File: src/rtl/wrdp_pkg.sv
package wrdp_pkg;
  localparam int DATA_W  = 8;
  localparam int PTR_W   = 17;
  localparam int RAM_AW  = 24;
  localparam int LANES   = (PTR_W + DATA_W - 1) / DATA_W;
  localparam int SEL_W   = $clog2(LANES + 1);
  localparam logic [RAM_AW-1:0] BANK_BASE = 24'h7E0000;

  // select 0 is the data register; select i+1 loads pointer byte-lane i
  localparam logic [SEL_W-1:0] SEL_DATA = '0;

  typedef struct packed {
    logic [LANES-1:0] load;     // per byte-lane pointer load
    logic             step;     // advance pointer by one
    logic             ramWrite; // data-register write reaches RAM
    logic             ramRead;  // data-register read reaches RAM
  } wrdpStrobes_t;
endpackage

File: src/rtl/wrdp_ctrl.sv
module wrdp_ctrl
  import wrdp_pkg::*;
(
  input  logic             clk,
  input  logic             rstN,
  input  logic             wrStb,
  input  logic [SEL_W-1:0] wrSel,
  input  logic             rdStb,
  input  logic [SEL_W-1:0] rdSel,
  output wrdpStrobes_t     st,
  output logic             rdPending
);
  logic dataWr;
  logic dataRd;
  logic anyLoad;

  for (genvar i = 0; i < LANES; i++) begin : g_laneDec
    assign st.load[i] = wrStb && (wrSel == SEL_W'(i + 1));
  end

  assign anyLoad = |st.load;
  assign dataWr  = wrStb && (wrSel == SEL_DATA);
  // any register write in the same cycle takes priority over a data read
  assign dataRd  = rdStb && (rdSel == SEL_DATA) && !wrStb;

  assign st.ramWrite = dataWr;
  assign st.ramRead  = dataRd;
  assign st.step     = (dataWr || dataRd) && !anyLoad;

  always_ff @(posedge clk) begin
    if (!rstN) rdPending <= 1'b0;
    else       rdPending <= dataRd;
  end

  AST_LOAD_BLOCKS_READ: assert property (@(posedge clk) disable iff (!rstN)
    (wrStb && wrSel != SEL_DATA && rdStb) |-> !st.ramRead && !st.step);
  AST_SINGLE_RAM_OP: assert property (@(posedge clk) disable iff (!rstN)
    !(st.ramWrite && st.ramRead));
  AST_PENDING_ONLY_AFTER_READ: assert property (@(posedge clk) disable iff (!rstN)
    (!(rdStb && rdSel == SEL_DATA)) |=> !rdPending);
endmodule

File: src/rtl/wrdp_datapath.sv
module wrdp_datapath
  import wrdp_pkg::*;
(
  input  logic              clk,
  input  logic              rstN,
  input  wrdpStrobes_t      st,
  input  logic              rdPending,
  input  logic [DATA_W-1:0] wrData,
  input  logic [DATA_W-1:0] openBus,
  input  logic [DATA_W-1:0] ramRdData,
  output logic [DATA_W-1:0] rdData,
  output logic [RAM_AW-1:0] ramAddr,
  output logic [DATA_W-1:0] ramWrData,
  output logic              ramWe,
  output logic              ramRe
);
  localparam int LOW_W = (LANES - 1) * DATA_W;

  logic [PTR_W-1:0] ptr;
  logic [PTR_W-1:0] ptrNext;

  always_comb begin
    ptrNext = ptr;
    if (|st.load) begin
      for (int b = 0; b < PTR_W; b++) begin
        if (st.load[b / DATA_W]) ptrNext[b] = wrData[b % DATA_W];
      end
    end else if (st.step) begin
      ptrNext = ptr + 1'b1;
    end
  end

  always_ff @(posedge clk) begin
    if (!rstN) ptr <= '0;
    else       ptr <= ptrNext;
  end

  assign ramAddr   = BANK_BASE | RAM_AW'(ptr);
  assign ramWrData = wrData;
  assign ramWe     = st.ramWrite;
  assign ramRe     = st.ramRead;
  assign rdData    = rdPending ? ramRdData : openBus;

  AST_STEP_ADVANCE: assert property (@(posedge clk) disable iff (!rstN)
    (st.step && !(&ptr)) |=> ptr == $past(ptr) + 1'b1);
  AST_POINTER_WRAP: assert property (@(posedge clk) disable iff (!rstN)
    (st.step && (&ptr)) |=> ptr == '0);
  AST_HIGH_KEEPS_LOW: assert property (@(posedge clk) disable iff (!rstN)
    (st.load == LANES'(1) << (LANES - 1)) |=> ptr[LOW_W-1:0] == $past(ptr[LOW_W-1:0]));
  AST_LOW_KEEPS_UPPER: assert property (@(posedge clk) disable iff (!rstN)
    (st.load == LANES'(1)) |=> ptr[PTR_W-1:DATA_W] == $past(ptr[PTR_W-1:DATA_W]));
  AST_READ_RETURNS_RAM: assert property (@(posedge clk) disable iff (!rstN)
    ramRe |=> rdData == ramRdData);
  AST_BANK_ADDR_ON_ACCESS: assert property (@(posedge clk) disable iff (!rstN)
    (ramWe || ramRe) |-> ramAddr[RAM_AW-1:PTR_W] == BANK_BASE[RAM_AW-1:PTR_W]);
endmodule

File: src/rtl/wram_port_top.sv
module wram_port_top
  import wrdp_pkg::*;
(
  input  logic              clk,
  input  logic              rstN,
  input  logic              wrStb,
  input  logic [SEL_W-1:0]  wrSel,
  input  logic [DATA_W-1:0] wrData,
  input  logic              rdStb,
  input  logic [SEL_W-1:0]  rdSel,
  input  logic [DATA_W-1:0] openBus,
  output logic [DATA_W-1:0] rdData,
  output logic [RAM_AW-1:0] ramAddr,
  output logic [DATA_W-1:0] ramWrData,
  output logic              ramWe,
  output logic              ramRe,
  input  logic [DATA_W-1:0] ramRdData
);
  wrdpStrobes_t st;
  logic         rdPending;

  wrdp_ctrl u_ctrl (
    .clk       (clk),
    .rstN      (rstN),
    .wrStb     (wrStb),
    .wrSel     (wrSel),
    .rdStb     (rdStb),
    .rdSel     (rdSel),
    .st        (st),
    .rdPending (rdPending)
  );

  wrdp_datapath u_dp (
    .clk       (clk),
    .rstN      (rstN),
    .st        (st),
    .rdPending (rdPending),
    .wrData    (wrData),
    .openBus   (openBus),
    .ramRdData (ramRdData),
    .rdData    (rdData),
    .ramAddr   (ramAddr),
    .ramWrData (ramWrData),
    .ramWe     (ramWe),
    .ramRe     (ramRe)
  );
endmodule

File: config.mk
export PLATFORM = sky130hd
export DESIGN_NAME = wram_port_top
export DESIGN_NICKNAME = d
export VERILOG_FILES = /design/src/rtl/wrdp_pkg.sv /design/src/rtl/wrdp_ctrl.sv /design/src/rtl/wrdp_datapath.sv /design/src/rtl/wram_port_top.sv
export SDC_FILE = /design/constraint.sdc
export NUM_CORES = 1
export LEC_CHECK = 0
export BUFFER_PORTS_ARGS = -buffer_cell sky130_fd_sc_hd__buf_4
export CAP_MARGIN = 20
export CORE_ASPECT_RATIO = 0.6
export CORE_MARGIN = 8
export CORE_UTILIZATION = 41
export DETAILED_ROUTE_END_ITERATION = 8
export PLACE_DENSITY = 0.76
export SLEW_MARGIN = 40
export SYNTH_ARGS = -nofsm -noshare
export SYNTH_HDL_FRONTEND = slang
export SYNTH_SLANG_ARGS = --single-unit
File: constraint.sdc
create_clock -name clk -period 1.5 [get_ports clk]
set_input_delay 0.225 -clock clk [delete_from_list [all_inputs] [get_ports clk]]
set_output_delay 0.225 -clock clk [all_outputs]
set_load 0.005 [all_outputs]
-- After elaboration in Yosys (flattened, before gate mapping)
Index checks and enable logic that the tools add are counted.
- memory bits (writable): 0
- memories: 0
- bits of input ports: 32
- memory bits (read-only): 0
- word-level logic and storage cells: 48
- register bits: 18
- bits in latches: 0
- reductions and logical operators: 17
- shift-type cells: 0
- bitwise logic cells: 0
- $add $sub $neg: 1
- $lt $le $gt $ge: 0
- multipliers: 0
- divide/modulo/power cells: 0
- multiplexer cells: 20
- eq/ne operators: 6
- operators by type and width (kind ; number):
    17-bit two-way mux ; 2
    17-bit by 1-bit adder with 17-bit output, second input constant ; 1
    1-bit two-way mux ; 17
    8-bit two-way mux ; 1
    1-bit logical AND ; 7
    2-bit != test, second input constant ; 3
    2-bit AND reduction ; 3
    2-bit equality test, second input constant ; 2
    2-bit zero test ; 2
    3-bit OR reduction ; 1
    2-bit by 1-bit equality test with 1-bit output, second input constant ; 1
    1-bit zero test ; 2
    2-bit nonzero test ; 1
    1-bit logical OR ; 1

-- Logic depth before layout (Yosys ltp)
Gate-level depths: netlist (run 1).
- depth in word-level cells: 7
- depth in mapped cells: 6

-- By module
From an unflattened synthesis (run 1), not the netlist that was laid out.
- cell total of the unflattened synthesis: 181
- area total of the unflattened synthesis: 1445.1 sq um
- modules (own cells, without submodules) (module ; area an instance (sq um) ; cells an instance ; instances):
    wrdp_datapath ; 1338.8 ; 170 ; 1
    wrdp_ctrl ; 106.4 ; 11 ; 1

-- Least setup slack after synthesis (run 1)
Ideal clock, no wire load.
- path kind: reg2reg
- from: register u_dp.ptr[0]
- to: register u_dp.ptr[16]
- clock period less this slack: 1.636 ns
- cell stages (with the launch flop): 6
- path slack: -0.136 ns
- arrival: 1.566 ns
- path through: dfxtp_1 -> ha_1 -> nand4_2 -> or4_4 -> o31ai_2 -> o2bb2ai_1
- word-level cells in the longest chain between the ends: 3
- ends and longest elaborated chain (element ; RTL line ; text):
    from (decl) ; wrdp_datapath.sv:19 ; logic [PTR_W-1:0] ptr;
    from (signal assigned) ; wrdp_datapath.sv:35 ; else ptr <= ptrNext;
    17-bit by 1-bit adder with 17-bit output ; wrdp_datapath.sv:29 ; ptrNext = ptr + 1'b1;
    17-bit two-way mux ; wrdp_datapath.sv:28 ; end else if (st.step) begin
    17-bit two-way mux ; wrdp_datapath.sv:24 ; if (|st.load) begin
No other way between the ends. The select of a mux whose other input is x is not followed.
A chain may end at the register's enable or synchronous reset.

-- Worst setup path after layout (run 1)
Same ends and word-level chain as after synthesis.

==> reports/qor.yml, run 1 <==
detailed_routing:
  wl_um: 5117
  first_iter_violations: 145
  viasPerCell: 5.500
  dr.pass1.iters: 4
  antenna_left: 0
  drc_errors: 0
  wl_per_cell_um: 16.30
  vias: 1727
die:
  pin_count: 74
  rows: 16
  fp.coreArea_um2: 3323
  die_w_um: 92.91
  start_util_pct: 43.79
  die-area_um2: 5774
  chipHeight_um: 62.15
clock_network:
  cts_sinks: 18
  cts_tree: "built"
  cts_buffers: 3
  clkTransAtPathRegs_ns: 0.07
  clkLatencyLatePin_ns: 0.26
  cts_max_level: 1
  clockBufferDepth: 2
  ctsHoldBuffers: 0
  root_buffer: "clkbuf_8"
place:
  gp_congestion: 0.8611
  place_hpwl_um: 4073
  port_buffers: 66
  place_inst: 306
sta:
  setup_viol: 0
  hold_viol: 0
  finalCritPeriodShare_pct: 98.23
  fmax_ghz: 0.6787
  finClkSkew_ns: 0.002613
  slew_viol_final: 0
  maxSlewHeadroom_pct: 64.88
  rsz0062_at_grt: "true"
  setup-tns-final_ns: 0
  min_period_ns: 1.474
  max_slew.worst_pin.slew_ns: 0.5249
grt:
  grt_max_degree: 29
  use_met2_pct: 25.75
  grt_overflow_total: 0
  grtUsageMet3_pct: 4.676
  track_usage_pct: 17.04
  grt_antenna_before_repair: 0
  grt_pass1_vias: 1565
  busiest_layer: "met2"
  met1_usage_pct: 24.10
  grt_pass1_wl_um: 8169
yosys:
  synth_area_per_cell_um2: 7.866
  netlist_area_um2: 1455
  synth_top_family_by_area: "simple AND/OR/NAND/NOR gates"
  yosys.area_share.adder_pct: 0.8598
  syn_inst: 185
  synthFlopType: "dfxtp_1"
  synth_simple_gate_area_share_pct: 28.80
  synth_edf_count: 0
  seq_area_frac_synth_pct: 24.76
  ys_ff_latch: 18
  yosysTopAreaCellShare_pct: 24.76
  synth_xor_area_share_pct: 0.6019
  yosysTopAreaCell: "dfxtp_1"
  ys_warn_count: 0
  synth_cell_types: 53
  synth_mux_area_share_pct: 8.512
  postSynth.asyncResetShare_pct: 0
  synth.most_common_cell: "nand2_1"
  ys_top_cells_by_area: "dfxtp_1 25%, buf_4 8.8%, mux2_2 8.5%, nand2_1 5.4%, nor2_1 2.8%"
  synth-compound-area-share_pct: 24.16
  synthTopCellsByCount: "21 x nand2_1, 18 x dfxtp_1, 17 x buf_4"
power:
  combPwrFrac_pct: 31.4
  power_density_nw_per_um2: 576.3
  p_leak_uw: 0.001007
  p_int_uw: 910.2
  p_sw_uw: 377.6
  seqPwrFrac_pct: 40.8
  total_power_uw: 1288
  vdd_drop_max_v: 0.0004482
  clockPowerShare_pct: 27.7
  p_sw_share_pct: 29.32
critical_path:
  crit_type: "flop to flop"
  worstPathArrival_ns: 1.67
  path_cells: "ha_4 > nand4_4 > or4_4 > o31ai_2 > o2bb2ai_1"
  rrSetupSlack_ns: 0.03
  worstSetupEndpointType: "flop"
  worst_path_max_delay_cell: "or4_4"
  crit_path_max_incr_delay_ns: 0.45
  required_ns: 1.69
  cp_max_fo: 3
  crit_path_start_kind: "flop"
finish:
  area_growth_syn_to_layout_pct: 53.57
  drive_gt1_share_pct: 49.81
  num-fill-cells: 294
  final_cells: 314
  final_core_util_pct: 67.24
  antennaDiodeCount: 0
  nets: 303
min_path:
  hp-class: "primary input to flop"
run_status:
  status: "complete, no violations"
job:
  cap_violations: 0
==> final cells by class <==
cell class,count,area (µm²),area share [%]
multi-input cells,144,979.7,43.84
repair buffers,101,770.7,34.49
flip-flops and latches,18,375.4,16.80
clock inverters,1,3.754,0.1680
well taps,45,56.30,2.520
clock buffers,3,41.29,1.848
inverters,2,7.507,0.3359
==> power by group through the flow <==
stage / registers, µW / logic (µW) / clock network [µW]
floorplan: 544 / 181 / 0
global placement: 536 / 391 / 0
detailed placement: 536 / 398 / 0
CTS: 526 / 404 / 364
global route: 529 / 441 / 377
finish: 526 / 405 / 357
==> worst max-delay path: cells and delay by family (launching register included) <==
family,cells,cell delay [ns]
and+or+nand+nor,2,0.56
AOI/OAI and AO/OA,2,0.31
DFF,1,0.37
adders and majority gates,1,0.16
==> kinds of logic (layout without fill, tap and decap cells) <==
kind of cell | after synthesis | after routing
flops | 18 | 18
buf+inv | 28 | 107
compound gates | 50 | 50
other cells | 2 | 7
mux | 11 | 11
fa+ha+maj | 1 | 1
simple gates | 74 | 74
xor+xnor | 1 | 1
==> layout by cell type, fill, tap and decap left out, types with 2 or more instances in the layout <==
| cell type | synthesis | routed |
|---|---|---|
| buf_4 | 17 | 100 |
| nand2_1 | 21 | 21 |
| dfxtp_1 | 18 | 12 |
| mux2_2 | 11 | 11 |
| nor2_1 | 11 | 11 |
| o21ai_0 | 8 | 8 |
| a21oi_1 | 8 | 8 |
| conb_1 | 2 | 7 |
| nand3_1 | 6 | 6 |
| nand4_1 | 6 | 6 |
| o22ai_1 | 6 | 6 |
| and2_1 | 5 | 5 |
| o31a_1 | 4 | 4 |
| a21boi_0 | 3 | 3 |
| clkbuf_8 | 0 | 3 |
| dfxtp_2 | 0 | 3 |
| dfxtp_4 | 0 | 3 |
| nor3b_1 | 2 | 2 |
| and3_1 | 3 | 2 |
| and4_4 | 0 | 2 |
| nand4_4 | 0 | 2 |
| o21a_1 | 2 | 2 |
| nand3b_1 | 2 | 2 |
| nor3_1 | 2 | 2 |
| a41oi_1 | 2 | 2 |
| a31oi_1 | 2 | 2 |
| inv_1 | 2 | 2 |
| o211ai_1 | 2 | 2 |
| nor2b_1 | 2 | 2 |
| o2bb2ai_1 | 2 | 2 |
==> per-stage QoR <==
| stage | instance area, µm² | hold WS, ns | setup slack [ns] |
|---|---|---|---|
| floorplan | 1494 | 0.3746 | 0.02404 |
| detailed placement | 2127 | 0.4871 | -0.04842 |
| CTS | 2202 | 0.2637 | 0.005473 |
| global route | 2235 | 0.2848 | -0.02683 |
| global placement | 2127 | 0.4898 | -0.02505 |
| finish | 2235 | 0.2622 | 0.02649 |
==> timing repair <==
action                                  in CTS  in global routing
resized for setup                            6                  5
buffers inserted                             1                  3
hold endpoints to repair                     0                  0
pin swaps                                    0                  4
endpoints found under the setup margin      14                  6
gates cloned                                 0                  0
==> sequential cells by signal (all words and copies together) (netlist names) <==
register / cells
u_ctrl.rdPending: 1
u_dp.ptr: 17
==> metal layers <==
metal,share of wire [%],vias to the layer above
li1,-,842
met1,44,805
met3,12,2
met2,44,78
met4,0.20,0
met5,0,-
==> worst paths after layout <==
kind	startpoint	end	cells after the start
worst max-delay path	u_dp.ptr[0]	u_dp.ptr[16]	5
worst max register to register	u_dp.ptr[0]	u_dp.ptr[16]	5
worst min register to register	u_dp.ptr[16]	u_dp.ptr[16]	2
worst min-delay path	wrData[6]	u_dp.ptr[14]	3
(Power assumes the default switching activity.)
==> run 2, diff against run 1 <==
--- a/config.mk
+++ b/config.mk
@@ -5,13 +5,14 @@
 export SDC_FILE = /design/constraint.sdc
 export NUM_CORES = 1
 export LEC_CHECK = 0
-export BUFFER_PORTS_ARGS = -buffer_cell sky130_fd_sc_hd__buf_4
 export CAP_MARGIN = 20
 export CORE_ASPECT_RATIO = 0.6
 export CORE_MARGIN = 8
-export CORE_UTILIZATION = 41
+export CORE_UTILIZATION = 50
+export CTS_BUF_LIST = sky130_fd_sc_hd__clkbuf_4
 export DETAILED_ROUTE_END_ITERATION = 8
-export PLACE_DENSITY = 0.76
+export DONT_BUFFER_PORTS = 1
+export PLACE_DENSITY = 0.68
 export SLEW_MARGIN = 40
 export SYNTH_ARGS = -nofsm -noshare
 export SYNTH_HDL_FRONTEND = slang
==> run 2 against run 1 <==
Compared with the run above: the flow now finishes with violations (setup timing); power decreased by 19%; count of clock-buffer cells in the layout did not move; wire length shrank 5.9%; cell area down 23%; clock skew rose by 0.020 ns; setup slack lost 0.038 ns; global-route usage up 1.3 points; highest routed layer unchanged.
==> reports/qor.yml, run 2 (synthesis results as in run 1) <==
place:
  place_ws_ns: -0.02347
  gp_congestion: 0.8705
  place_hpwl_um: 3758
  port_buffers: 0
min_path:
  hp-start: "rstN"
  min_to: "u_dp.ptr[0]"
  holdPathStages: 1
  hp-class: "primary input to flop"
job:
  cap_violations: 0
finish:
  largestRegisters: "u_dp.ptr x17, u_ctrl.rdPending x1"
  drive_gt1_share_pct: 34.50
  layout_common_cells: "30 x buf_4, 21 x nand2_1, 11 x nor2_1, 10 x mux2_2, 10 x dfxtp_1"
  num-fill-cells: 245
  largest_register_ffs: 17
  nets: 234
  area_growth_syn_to_layout_pct: 17.89
  antennaDiodeCount: 0
  final_common_cell: "buf_4"
  regMostFlops: "u_dp.ptr"
die:
  chipHeight_um: 57.79
  rows: 15
  pin_count: 74
  start_util_pct: 51.69
  die_w_um: 85.65
  fp.coreArea_um2: 2815
  die-area_um2: 4949
power:
  p_leak_uw: 0.0006656
  power_density_nw_per_um2: 608.7
  vdd_drop_max_v: 0.0003754
critical_path:
  worstPathArrival_ns: 1.76
  cp_max_fo: 5
  required_ns: 1.75
  crit_path_start_kind: "flop"
  r2r-end: "u_dp.ptr[16]"
  rrSetupSlack_ns: -0.01
  crit_type: "flop to flop"
  worstSetupEndpointType: "flop"
  reg2reg_depth: 5
  reg2reg_from: "u_dp.ptr[1]"
sta:
  finClkSkew_ns: 0.02282
  rsz0062_at_grt: "true"
  max_slew.worst_pin.slew_ns: 0.5870
  hold_viol: 0
  holdWs_ns: 0.02720
  worst_slack_ns: -0.01109
  fmax_ghz: 0.6618
  slew_viol_final: 0
  setup_viol: 1
  maxSlewHeadroom_pct: 60.72
  finalCritPeriodShare_pct: 100.7
  min_period_ns: 1.511
detailed_routing:
  dr.max_layer_used: "met4"
  wl_per_cell_um: 20.59
  wl_met2_um: 2199
  wl_um: 4817
  vias: 1496
  first_iter_violations: 175
  antenna_left: 0
  viasPerCell: 6.393
  dr.pass1.iters: 4
  drt-met1-wl_um: 1959
  wl_met3_um: 585
  drc_errors: 0
grt:
  track_usage_pct: 18.39
  grt_max_degree: 29
  grt_antenna_before_repair: 0
  grt_pass1_vias: 1406
  grt_pass1_wl_um: 7383
  grt_overflow_total: 0
run_status:
  violations: "setup timing"
  status: "finished, violations left"
clock_network:
  ctsHoldBuffers: 0
  clkTransAtPathRegs_ns: 0.12
  cts_tree: "built"
  clkLatencyLatePin_ns: 0.31
  cts_max_level: 1
  cts_buffers: 3
  root_buffer: "clkbuf_4"
  cts_sinks: 18
  clockBufferDepth: 2
-- run 2: power breakdown --
group          total [µW]  leakage, µW  switching, µW  internal, µW
clock network         261    0.0000154            164          97.0
logic                 257     0.000499            133           124
registers             526     0.000151           25.6           500
total                1040     0.000666            322           722
-- run 2: routing by layer --
metal  up-vias  GRT usage, %
met2        93         30.00
met3         6         6.338
met4         0         3.960
met1       695         22.81
met5         -             0
li1        702             -
-- run 2: final cells by class --
cell class                 count  area [µm²]  area share, %
multi-input combinational    144       993.5          57.91
inverter                       2       7.507         0.4376
clock inverter                 1       3.754         0.2188
timing repair buffer          32       265.3          15.46
tap                           34       42.54          2.480
sequential                    18       380.4          22.17
clock buffer                   3       22.52          1.313
-- run 2: worst max path at each step --
stage	startpoint	to	slack, ns	cells past startpoint
final	u_dp.ptr[1]	u_dp.ptr[16]	-0.01	5
after global placement	u_dp.ptr[1]	u_dp.ptr[12]	0.02	5
after floorplan	u_dp.ptr[2]	u_dp.ptr[13]	0.02	4
after detailed placement	u_dp.ptr[3]	u_dp.ptr[15]	-0.02	4
after global routing	u_dp.ptr[1]	u_dp.ptr[16]	-0.07	5
after CTS	u_dp.ptr[1]	u_dp.ptr[16]	-0.01	5
-- run 2: stage by stage --
| stage | cells | setup TNS [ns] | util [%] | instance area, µm² | total power [µW] |
|---|---|---|---|---|---|
| finish | 234 | -0.01109 | 60.93 | 1715 | 1044 |
| global route | 234 | -0.1706 | 60.93 | 1715 | 1093 |
| CTS | 231 | -0.01407 | 58.76 | 1654 | 1036 |
| detailed placement | 227 | -0.05529 | 57.38 | 1615 | 782.9 |
| global placement | 227 | 0 | 57.38 | 1615 | 776.0 |
| floorplan | 190 | 0 | - | 1494 | 725.2 |
-- run 2: critical path, cell delays in order, from the launching register on --
cell	delay, ns
dfxtp_4	0.40
ha_4	0.15
nand4_2	0.13
or4_4	0.45
o31ai_4	0.18
o2bb2ai_1	0.13
-- run 2: repair_timing --
action                                  in CTS  in global routing
endpoints found under the hold margin        0                  0
endpoints found under the setup margin       6                  8
gates resized for setup                      6                 10
buffers inserted                             0                  3
pin swaps                                    2                  2
